--- config.mk ---
export PLATFORM = sky130hd
export DESIGN_NAME = gpio_bank_ctrl
export DESIGN_NICKNAME = d
export VERILOG_FILES = /design/src/rtl/gpio_bank_pkg.sv /design/src/rtl/gpio_in_sync.sv /design/src/rtl/gpio_trig_detect.sv /design/src/rtl/gpio_port_regs.sv /design/src/rtl/gpio_bank_ctrl.sv
export SDC_FILE = /design/constraint.sdc
export NUM_CORES = 1
export LEC_CHECK = 0
export BUFFER_PORTS_ARGS = -buffer_cell sky130_fd_sc_hd__buf_2
export CELL_PAD_IN_SITES_DETAIL_PLACEMENT = 0
export CELL_PAD_IN_SITES_GLOBAL_PLACEMENT = 1
export CORE_MARGIN = 2
export CORE_UTILIZATION = 52
export CTS_BUF_LIST = sky130_fd_sc_hd__clkbuf_8
export DETAILED_ROUTE_END_ITERATION = 8
export HOLD_SLACK_MARGIN = 0.1
export MAX_ROUTING_LAYER = met4
export PLACE_DENSITY = 0.95
export SLEW_MARGIN = 25
export SYNTH_ARGS = -nofsm -noshare
export SYNTH_HDL_FRONTEND = slang
export SYNTH_SLANG_ARGS = --single-unit
--- constraint.sdc ---
create_clock -name clk -period 5 [get_ports clk]
set_input_delay 0.75 -clock clk [delete_from_list [all_inputs] [get_ports clk]]
set_output_delay 0.75 -clock clk [all_outputs]
set_load 0.02 [all_outputs]
--- src/rtl/gpio_bank_pkg.sv ---
`timescale 1ns/1ps
// Shared register-kind encoding for the GPIO bank.
// Assumes the kind sits in address bits [7:4]; the values are part of the map.
package gpio_bank_pkg;

    typedef enum logic [3:0] {
        RK_MODE    = 4'h0,
        RK_DRIVE   = 4'h1,
        RK_LEVEL   = 4'h2,
        RK_INPUT   = 4'h3,
        RK_STATUS  = 4'h4,
        RK_ENABLE  = 4'h5,
        RK_TRIG    = 4'h6,
        RK_CLEAR   = 4'h7,
        RK_MODE_M  = 4'h8,
        RK_DRIVE_M = 4'h9,
        RK_LEVEL_M = 4'hA,
        RK_HOLE_B  = 4'hB,
        RK_STAT_M  = 4'hC,
        RK_ENAB_M  = 4'hD,
        RK_TRIG_M  = 4'hE,
        RK_HOLE_F  = 4'hF
    } reg_kind_e;

endpackage

--- src/rtl/gpio_in_sync.sv ---
`timescale 1ns/1ps
// Multi-stage synchroniser for asynchronous pin levels, plus one extra
// register holding the synchronised value of the previous cycle.
// Assumes each pin is an independent level (no bus coherency needed).
module gpio_in_sync #(
    parameter int WIDTH  = 32,
    parameter int STAGES = 2
) (
    input  logic             clk,
    input  logic             rst_n,
    input  logic [WIDTH-1:0] async_in,
    output logic [WIDTH-1:0] sync_q,
    output logic [WIDTH-1:0] sync_prev
);

    logic [WIDTH-1:0] chain [STAGES];

    // Shift the pin levels through the synchroniser chain.
    always_ff @(posedge clk) begin
        if (!rst_n) begin
            for (int i = 0; i < STAGES; i++) chain[i] <= '0;
        end else begin
            chain[0] <= async_in;
            for (int i = 1; i < STAGES; i++) chain[i] <= chain[i-1];
        end
    end

    // Remember last cycle's synchronised level for transition detection.
    always_ff @(posedge clk) begin
        if (!rst_n) sync_prev <= '0;
        else        sync_prev <= chain[STAGES-1];
    end

    assign sync_q = chain[STAGES-1];

endmodule

--- src/rtl/gpio_trig_detect.sv ---
`timescale 1ns/1ps
// Per-pin trigger evaluation for one port: level, single edge or any edge.
// Assumes cur/prev are synchronised levels one cycle apart.
module gpio_trig_detect #(
    parameter int PINS = 8
) (
    input  logic [PINS-1:0] cur,
    input  logic [PINS-1:0] prev,
    input  logic [PINS-1:0] pol,
    input  logic [PINS-1:0] edg,
    input  logic [PINS-1:0] anyc,
    output logic [PINS-1:0] evt
);

    genvar p;
    generate
        for (p = 0; p < PINS; p++) begin : g_pin
            logic rise, fall, edge_hit, lvl_hit;
            // Classify the transition and apply the pin's trigger fields.
            always_comb begin
                rise     = cur[p] & ~prev[p];
                fall     = ~cur[p] & prev[p];
                edge_hit = anyc[p] ? (rise | fall) : (pol[p] ? rise : fall);
                lvl_hit  = (cur[p] == pol[p]);
                evt[p]   = edg[p] ? edge_hit : lvl_hit;
            end
        end
    endgenerate

endmodule

--- src/rtl/gpio_port_regs.sv ---
`timescale 1ns/1ps
// Register set of one port: mode, drive, level, enable, trigger fields and
// sticky status. Handles plain, masked and write-one-to-clear writes.
// Assumes the decoder raises wr_hit only for this port; 4*PINS <= DATA_W.
module gpio_port_regs
    import gpio_bank_pkg::*;
#(
    parameter int PINS   = 8,
    parameter int DATA_W = 32
) (
    input  logic              clk,
    input  logic              rst_n,
    input  logic              wr_hit,
    input  reg_kind_e         kind,
    input  logic [DATA_W-1:0] wdata,
    input  logic [PINS-1:0]   evt,
    output logic [PINS-1:0]   mode_q,
    output logic [PINS-1:0]   drive_q,
    output logic [PINS-1:0]   level_q,
    output logic [PINS-1:0]   enab_q,
    output logic [PINS-1:0]   stat_q,
    output logic [PINS-1:0]   pol_q,
    output logic [PINS-1:0]   edg_q,
    output logic [PINS-1:0]   anyc_q
);

    logic [PINS-1:0] dat, msk, tmsk;
    logic [PINS-1:0] f_pol, f_edg, f_any;
    logic [PINS-1:0] stat_nx;

    assign dat   = wdata[PINS-1:0];
    assign msk   = wdata[2*PINS-1:PINS];
    assign f_pol = wdata[PINS-1:0];
    assign f_edg = wdata[2*PINS-1:PINS];
    assign f_any = wdata[3*PINS-1:2*PINS];
    assign tmsk  = wdata[4*PINS-1:3*PINS];

    // Mode, drive, level and enable: plain replace or masked merge.
    always_ff @(posedge clk) begin
        if (!rst_n) begin
            mode_q  <= '0;
            drive_q <= '0;
            level_q <= '0;
            enab_q  <= '0;
        end else if (wr_hit) begin
            case (kind)
                RK_MODE:    mode_q  <= dat;
                RK_MODE_M:  mode_q  <= (mode_q  & ~msk) | (dat & msk);
                RK_DRIVE:   drive_q <= dat;
                RK_DRIVE_M: drive_q <= (drive_q & ~msk) | (dat & msk);
                RK_LEVEL:   level_q <= dat;
                RK_LEVEL_M: level_q <= (level_q & ~msk) | (dat & msk);
                RK_ENABLE:  enab_q  <= dat;
                RK_ENAB_M:  enab_q  <= (enab_q  & ~msk) | (dat & msk);
                default:    ;
            endcase
        end
    end

    // Trigger fields: all three at once, or per pin under the top-byte mask.
    always_ff @(posedge clk) begin
        if (!rst_n) begin
            pol_q  <= '0;
            edg_q  <= '0;
            anyc_q <= '0;
        end else if (wr_hit && kind == RK_TRIG) begin
            pol_q  <= f_pol;
            edg_q  <= f_edg;
            anyc_q <= f_any;
        end else if (wr_hit && kind == RK_TRIG_M) begin
            pol_q  <= (pol_q  & ~tmsk) | (f_pol & tmsk);
            edg_q  <= (edg_q  & ~tmsk) | (f_edg & tmsk);
            anyc_q <= (anyc_q & ~tmsk) | (f_any & tmsk);
        end
    end

    // Status next state: clear or masked write first, detections win last.
    always_comb begin
        stat_nx = stat_q;
        if (wr_hit && kind == RK_CLEAR)  stat_nx = stat_nx & ~dat;
        if (wr_hit && kind == RK_STAT_M) stat_nx = (stat_nx & ~msk) | (dat & msk);
        stat_nx = stat_nx | evt;
    end

    // Register the sticky status bits.
    always_ff @(posedge clk) begin
        if (!rst_n) stat_q <= '0;
        else        stat_q <= stat_nx;
    end

endmodule

--- src/rtl/gpio_bank_ctrl.sv ---
`timescale 1ns/1ps
// GPIO bank of NUM_PORTS ports x PINS pins with register bus, input
// synchroniser, per-pin interrupt detection and one bank interrupt line.
// Assumes address bits [7:4] = register kind, [3:2] = port; NUM_PORTS <= 4.
module gpio_bank_ctrl
    import gpio_bank_pkg::*;
#(
    parameter int NUM_PORTS   = 4,
    parameter int PINS        = 8,
    parameter int ADDR_W      = 8,
    parameter int DATA_W      = 32,
    parameter int SYNC_STAGES = 2
) (
    input  logic                      clk,
    input  logic                      rst_n,
    input  logic                      bus_wr_en,
    input  logic [ADDR_W-1:0]         bus_addr,
    input  logic [DATA_W-1:0]         bus_wdata,
    output logic [DATA_W-1:0]         bus_rdata,
    input  logic [NUM_PORTS*PINS-1:0] pin_in,
    output logic [NUM_PORTS*PINS-1:0] pin_out,
    output logic [NUM_PORTS*PINS-1:0] pin_oe,
    output logic [NUM_PORTS*PINS-1:0] pin_gpio_mode,
    output logic                      bank_irq
);

    localparam int TOTAL  = NUM_PORTS * PINS;
    localparam int PORT_W = (NUM_PORTS > 1) ? $clog2(NUM_PORTS) : 1;

    reg_kind_e         kind;
    logic [PORT_W-1:0] port_sel;
    logic [TOTAL-1:0]  pin_now, pin_last;
    logic [TOTAL-1:0]  sta_flat, enb_flat, evt_flat;
    logic              unused_addr_bits;

    logic [PINS-1:0] mode_a [NUM_PORTS];
    logic [PINS-1:0] drv_a  [NUM_PORTS];
    logic [PINS-1:0] lvl_a  [NUM_PORTS];
    logic [PINS-1:0] enb_a  [NUM_PORTS];
    logic [PINS-1:0] sta_a  [NUM_PORTS];
    logic [PINS-1:0] pol_a  [NUM_PORTS];
    logic [PINS-1:0] edg_a  [NUM_PORTS];
    logic [PINS-1:0] any_a  [NUM_PORTS];
    logic [PINS-1:0] evt_a  [NUM_PORTS];

    assign kind             = reg_kind_e'(bus_addr[7:4]);
    assign port_sel         = bus_addr[2 +: PORT_W];
    assign unused_addr_bits = ^{bus_addr[1:0]};

    gpio_in_sync #(
        .WIDTH  (TOTAL),
        .STAGES (SYNC_STAGES)
    ) u_sync (
        .clk       (clk),
        .rst_n     (rst_n),
        .async_in  (pin_in),
        .sync_q    (pin_now),
        .sync_prev (pin_last)
    );

    genvar g;
    generate
        for (g = 0; g < NUM_PORTS; g++) begin : g_port
            logic wr_hit;
            assign wr_hit = bus_wr_en && (port_sel == PORT_W'(g));

            gpio_trig_detect #(.PINS(PINS)) u_det (
                .cur  (pin_now[g*PINS +: PINS]),
                .prev (pin_last[g*PINS +: PINS]),
                .pol  (pol_a[g]),
                .edg  (edg_a[g]),
                .anyc (any_a[g]),
                .evt  (evt_a[g])
            );

            gpio_port_regs #(.PINS(PINS), .DATA_W(DATA_W)) u_regs (
                .clk     (clk),
                .rst_n   (rst_n),
                .wr_hit  (wr_hit),
                .kind    (kind),
                .wdata   (bus_wdata),
                .evt     (evt_a[g]),
                .mode_q  (mode_a[g]),
                .drive_q (drv_a[g]),
                .level_q (lvl_a[g]),
                .enab_q  (enb_a[g]),
                .stat_q  (sta_a[g]),
                .pol_q   (pol_a[g]),
                .edg_q   (edg_a[g]),
                .anyc_q  (any_a[g])
            );

            assign pin_gpio_mode[g*PINS +: PINS] = mode_a[g];
            assign pin_oe[g*PINS +: PINS]        = drv_a[g];
            assign pin_out[g*PINS +: PINS]       = lvl_a[g];
            assign sta_flat[g*PINS +: PINS]      = sta_a[g];
            assign enb_flat[g*PINS +: PINS]      = enb_a[g];
            assign evt_flat[g*PINS +: PINS]      = evt_a[g];
        end
    endgenerate

    // Read mux: select the addressed register of the addressed port.
    always_comb begin
        bus_rdata = '0;
        case (kind)
            RK_MODE,  RK_MODE_M:  bus_rdata[PINS-1:0]   = mode_a[port_sel];
            RK_DRIVE, RK_DRIVE_M: bus_rdata[PINS-1:0]   = drv_a[port_sel];
            RK_LEVEL, RK_LEVEL_M: bus_rdata[PINS-1:0]   = lvl_a[port_sel];
            RK_INPUT:             bus_rdata[PINS-1:0]   = pin_now[port_sel*PINS +: PINS];
            RK_STATUS, RK_STAT_M: bus_rdata[PINS-1:0]   = sta_a[port_sel];
            RK_ENABLE, RK_ENAB_M: bus_rdata[PINS-1:0]   = enb_a[port_sel];
            RK_TRIG,  RK_TRIG_M:  bus_rdata[3*PINS-1:0] = {any_a[port_sel], edg_a[port_sel], pol_a[port_sel]};
            default:              bus_rdata = '0;
        endcase
    end

    // Bank interrupt: any pin both flagged and enabled.
    assign bank_irq = |(sta_flat & enb_flat);

endmodule

==> reports/metrics.cfg <==
[synth]
synthTopCellsByArea = dfxtp_1 37%, mux2i_1 15%, nor2b_1 6.4%, mux4_2 5.4%, ha_1 4.2%
synth-seq-cells = 352
yosys_warnings = 0
synthFlopType = dfxtp_1
synth_edf_count = 0
yosysTopAreaCell = dfxtp_1
synthDominantCellAreaShare_pct = 36.7
synth.avg_cell_area_um2 = 10.3
postSynthCellCount = 1857
ys_types = 54
async_flop_share_pct = 0
syn_area_um2 = 19200
ys_seq_area_share_pct = 36.7

[timing]
min_period_over_period_pct = 77.9
worst_slew_margin_rel_pct = 38.0
hold_ws_ps = 306
hold_violations = 0
worstMarginPinSlew_ps = 930
grt_setup_unrepaired = no
worst_slack_ps = 1100
period_minus_slack_ps = 3900
finalSetupViolations = 0
drv_slew = 0
fmax_mhz = 257
fin_skew_ps = 17.3
setup_tns_ps = 0

[layout]
layout_common_cells = 352 x dfxtp_1, 286 x mux2i_1, 197 x nor2b_1
fill_cells = 3149
final_common_cell = dfxtp_1
post-route-util_pct = 58.3
finalNetCount = 2123
drive_gt1_share_pct = 20.9
area_delta_synth_final_pct = 11.0

[placed_design]
gp_congestion = 0.960
numPortBuffers = 193
hpwl_um = 37100
pre_cts_ws_ps = 1190

[cts]
cts_buffer_depth = 3
cts_sinks = 352
cts_tree = built
path_clk_slew_ps = 60
cts_resized = 0
ctsHoldBuffers = 0
htreeDepth = 2
post-cts-setup-buffers = 0
clk_latency_ps = 660
cts_root_buf = clkbuf_8
cts_buffers = 58

[critical_path]
critPathBufInv = 3
cp_top_family = buffers and inverters
worstSetupPathType = in2out
crit_slowest_cell = buf_4
reg2reg_depth = 6
cp_slowest_stage_delay_ps = 670
crit_arrival_ps = 3150
worstPathRequired_ps = 4250
path_max_fanout = 51
path_common_cell = buf_4
crit_cells = 6
cp-end-kind = primary output
start_kind = input port
crit_chain = buf_4 > nand2b_1 > buf_4 > o22ai_1 > nor3_1 > buf_2

[power]
max-vdd-ir-drop_mv = 0.157
power_mw = 5.89
p_leak_nw = 8.73
powerDensity_nw_per_um2 = 276

[grt]
met3_usage_pct = 6.67
grt_pass1_vias = 14900
grt-busiest-layer = met2
met1_usage_pct = 37.9
track_usage_pct = 28.8
grt_max_degree = 135
grtUsageMet2_pct = 42.7
grt_pass1_wl_um = 84700
overflow = 0
antenna_found_initial = 4

[detailed_routing]
ant_nets = 0
routed_via_density = 6.14
routedWlPerCell_um = 21.8
drtIter0Drc = 1278
route.vias.total = 15300
wl_um = 54600
dr.pass1.iters = 7
drc = 0

[floorplanning]
core_um2 = 36500
num_rows = 70
dieHeight_um = 196
start_util_pct = 52.6
die_area_um2 = 38500
pin_count = 204
fp.dieW_um = 196

[hold_path]
hold_depth = 2
hp-class = in2reg

[run_status]
status = finished clean

[flow_run]
cap_violations = 0

## cell usage after synthesis, types with 3 or more instances
| library cell | n |
|---|---|
| nor3_4 | 32 |
| and2b_1 | 8 |
| o211ai_2 | 30 |
| o2111ai_1 | 32 |
| nor2b_1 | 197 |
| nor3_1 | 8 |
| mux2i_1 | 286 |
| clkbuf_1 | 77 |
| and2_1 | 112 |
| o22ai_1 | 21 |
| a22oi_1 | 40 |
| a21boi_0 | 32 |
| a221oi_1 | 34 |
| nand2_1 | 17 |
| dfxtp_1 | 352 |
| and3b_1 | 6 |
| xor2_1 | 32 |
| nand2b_1 | 5 |
| o21ai_0 | 64 |
| nand4_1 | 14 |
| ha_1 | 64 |
| buf_2 | 48 |
| buf_4 | 26 |
| nand4bb_1 | 3 |
| mux2_2 | 6 |
| mux4_2 | 46 |
| nor3_2 | 5 |
| buf_1 | 6 |
| o211ai_1 | 67 |
| nand3_1 | 5 |
| inv_1 | 66 |
| a21oi_1 | 3 |
| buf_6 | 8 |
| a21boi_1 | 32 |
| nor2_1 | 47 |
## per-stage QoR
step | cells | instance area, um2
finish | 2499 | 21300
global route | 2498 | 21300
CTS | 2493 | 21300
detailed placement | 2391 | 20200
global placement | 2391 | 20200
floorplan | 1864 | 19200
## power breakdown
group | switching, mW | internal (mW)
clock | 1.17 | 1.21
combinational | 0.377 | 0.210
sequential | 0.0563 | 2.87
## path summary, 6_finish.rpt
check / end / slack [ps] / start
worst max-delay path: bus_rdata[8] / 1100 / bus_addr[2]
worst min-delay path: u_sync.chain[0][5] / 310 / pin_in[5]
worst max register to register: g_port[3].u_regs.stat_q[3] / 3420 / u_sync.chain[0][59]
worst min register to register: u_sync.chain[0][60] / 430 / u_sync.chain[0][28]
## layout make-up
type | count | area [um2] | share of cell area, %
antenna | 5 | 12.5 | 0.0587
clock inverter | 35 | 141 | 0.663
clock buffer | 67 | 922 | 4.33
tap | 468 | 586 | 2.75
multi-input combinational | 1281 | 11100 | 52.1
sequential | 352 | 7050 | 33.1
timing repair buffer | 225 | 1250 | 5.85
inverter | 66 | 248 | 1.16
## per-layer routing
layer | routed length, um | vias up | share of wire [%]
li1 | - | 6944 | -
met1 | 23400 | 7443 | 43
met2 | 24100 | 788 | 44
met3 | 5270 | 162 | 9.7
met4 | 1830 | 0 | 3.4
met5 | 0 | - | 0
## logic make-up after synthesis
logic type | count (synthesis) | synth area share (%)
mux | 338 | 20.7
compound gates | 364 | 14.5
simple gates | 475 | 16.9
xor+xnor | 32 | 1.46
fa+ha+maj | 64 | 4.17
buf+inv | 231 | 5.65
flops | 352 | 36.7
other cells | 1 | 0.0195
## worst register-to-register path: cells and delay by family (launching register included)
kind | cells | cell delay [ps]
AOI/OAI and AO/OA | 2 | 560
DFF | 1 | 410
muxes | 2 | 230
adders and majority gates | 1 | 170
buffers and inverters | 1 | 60
(Power assumes the default switching activity.)
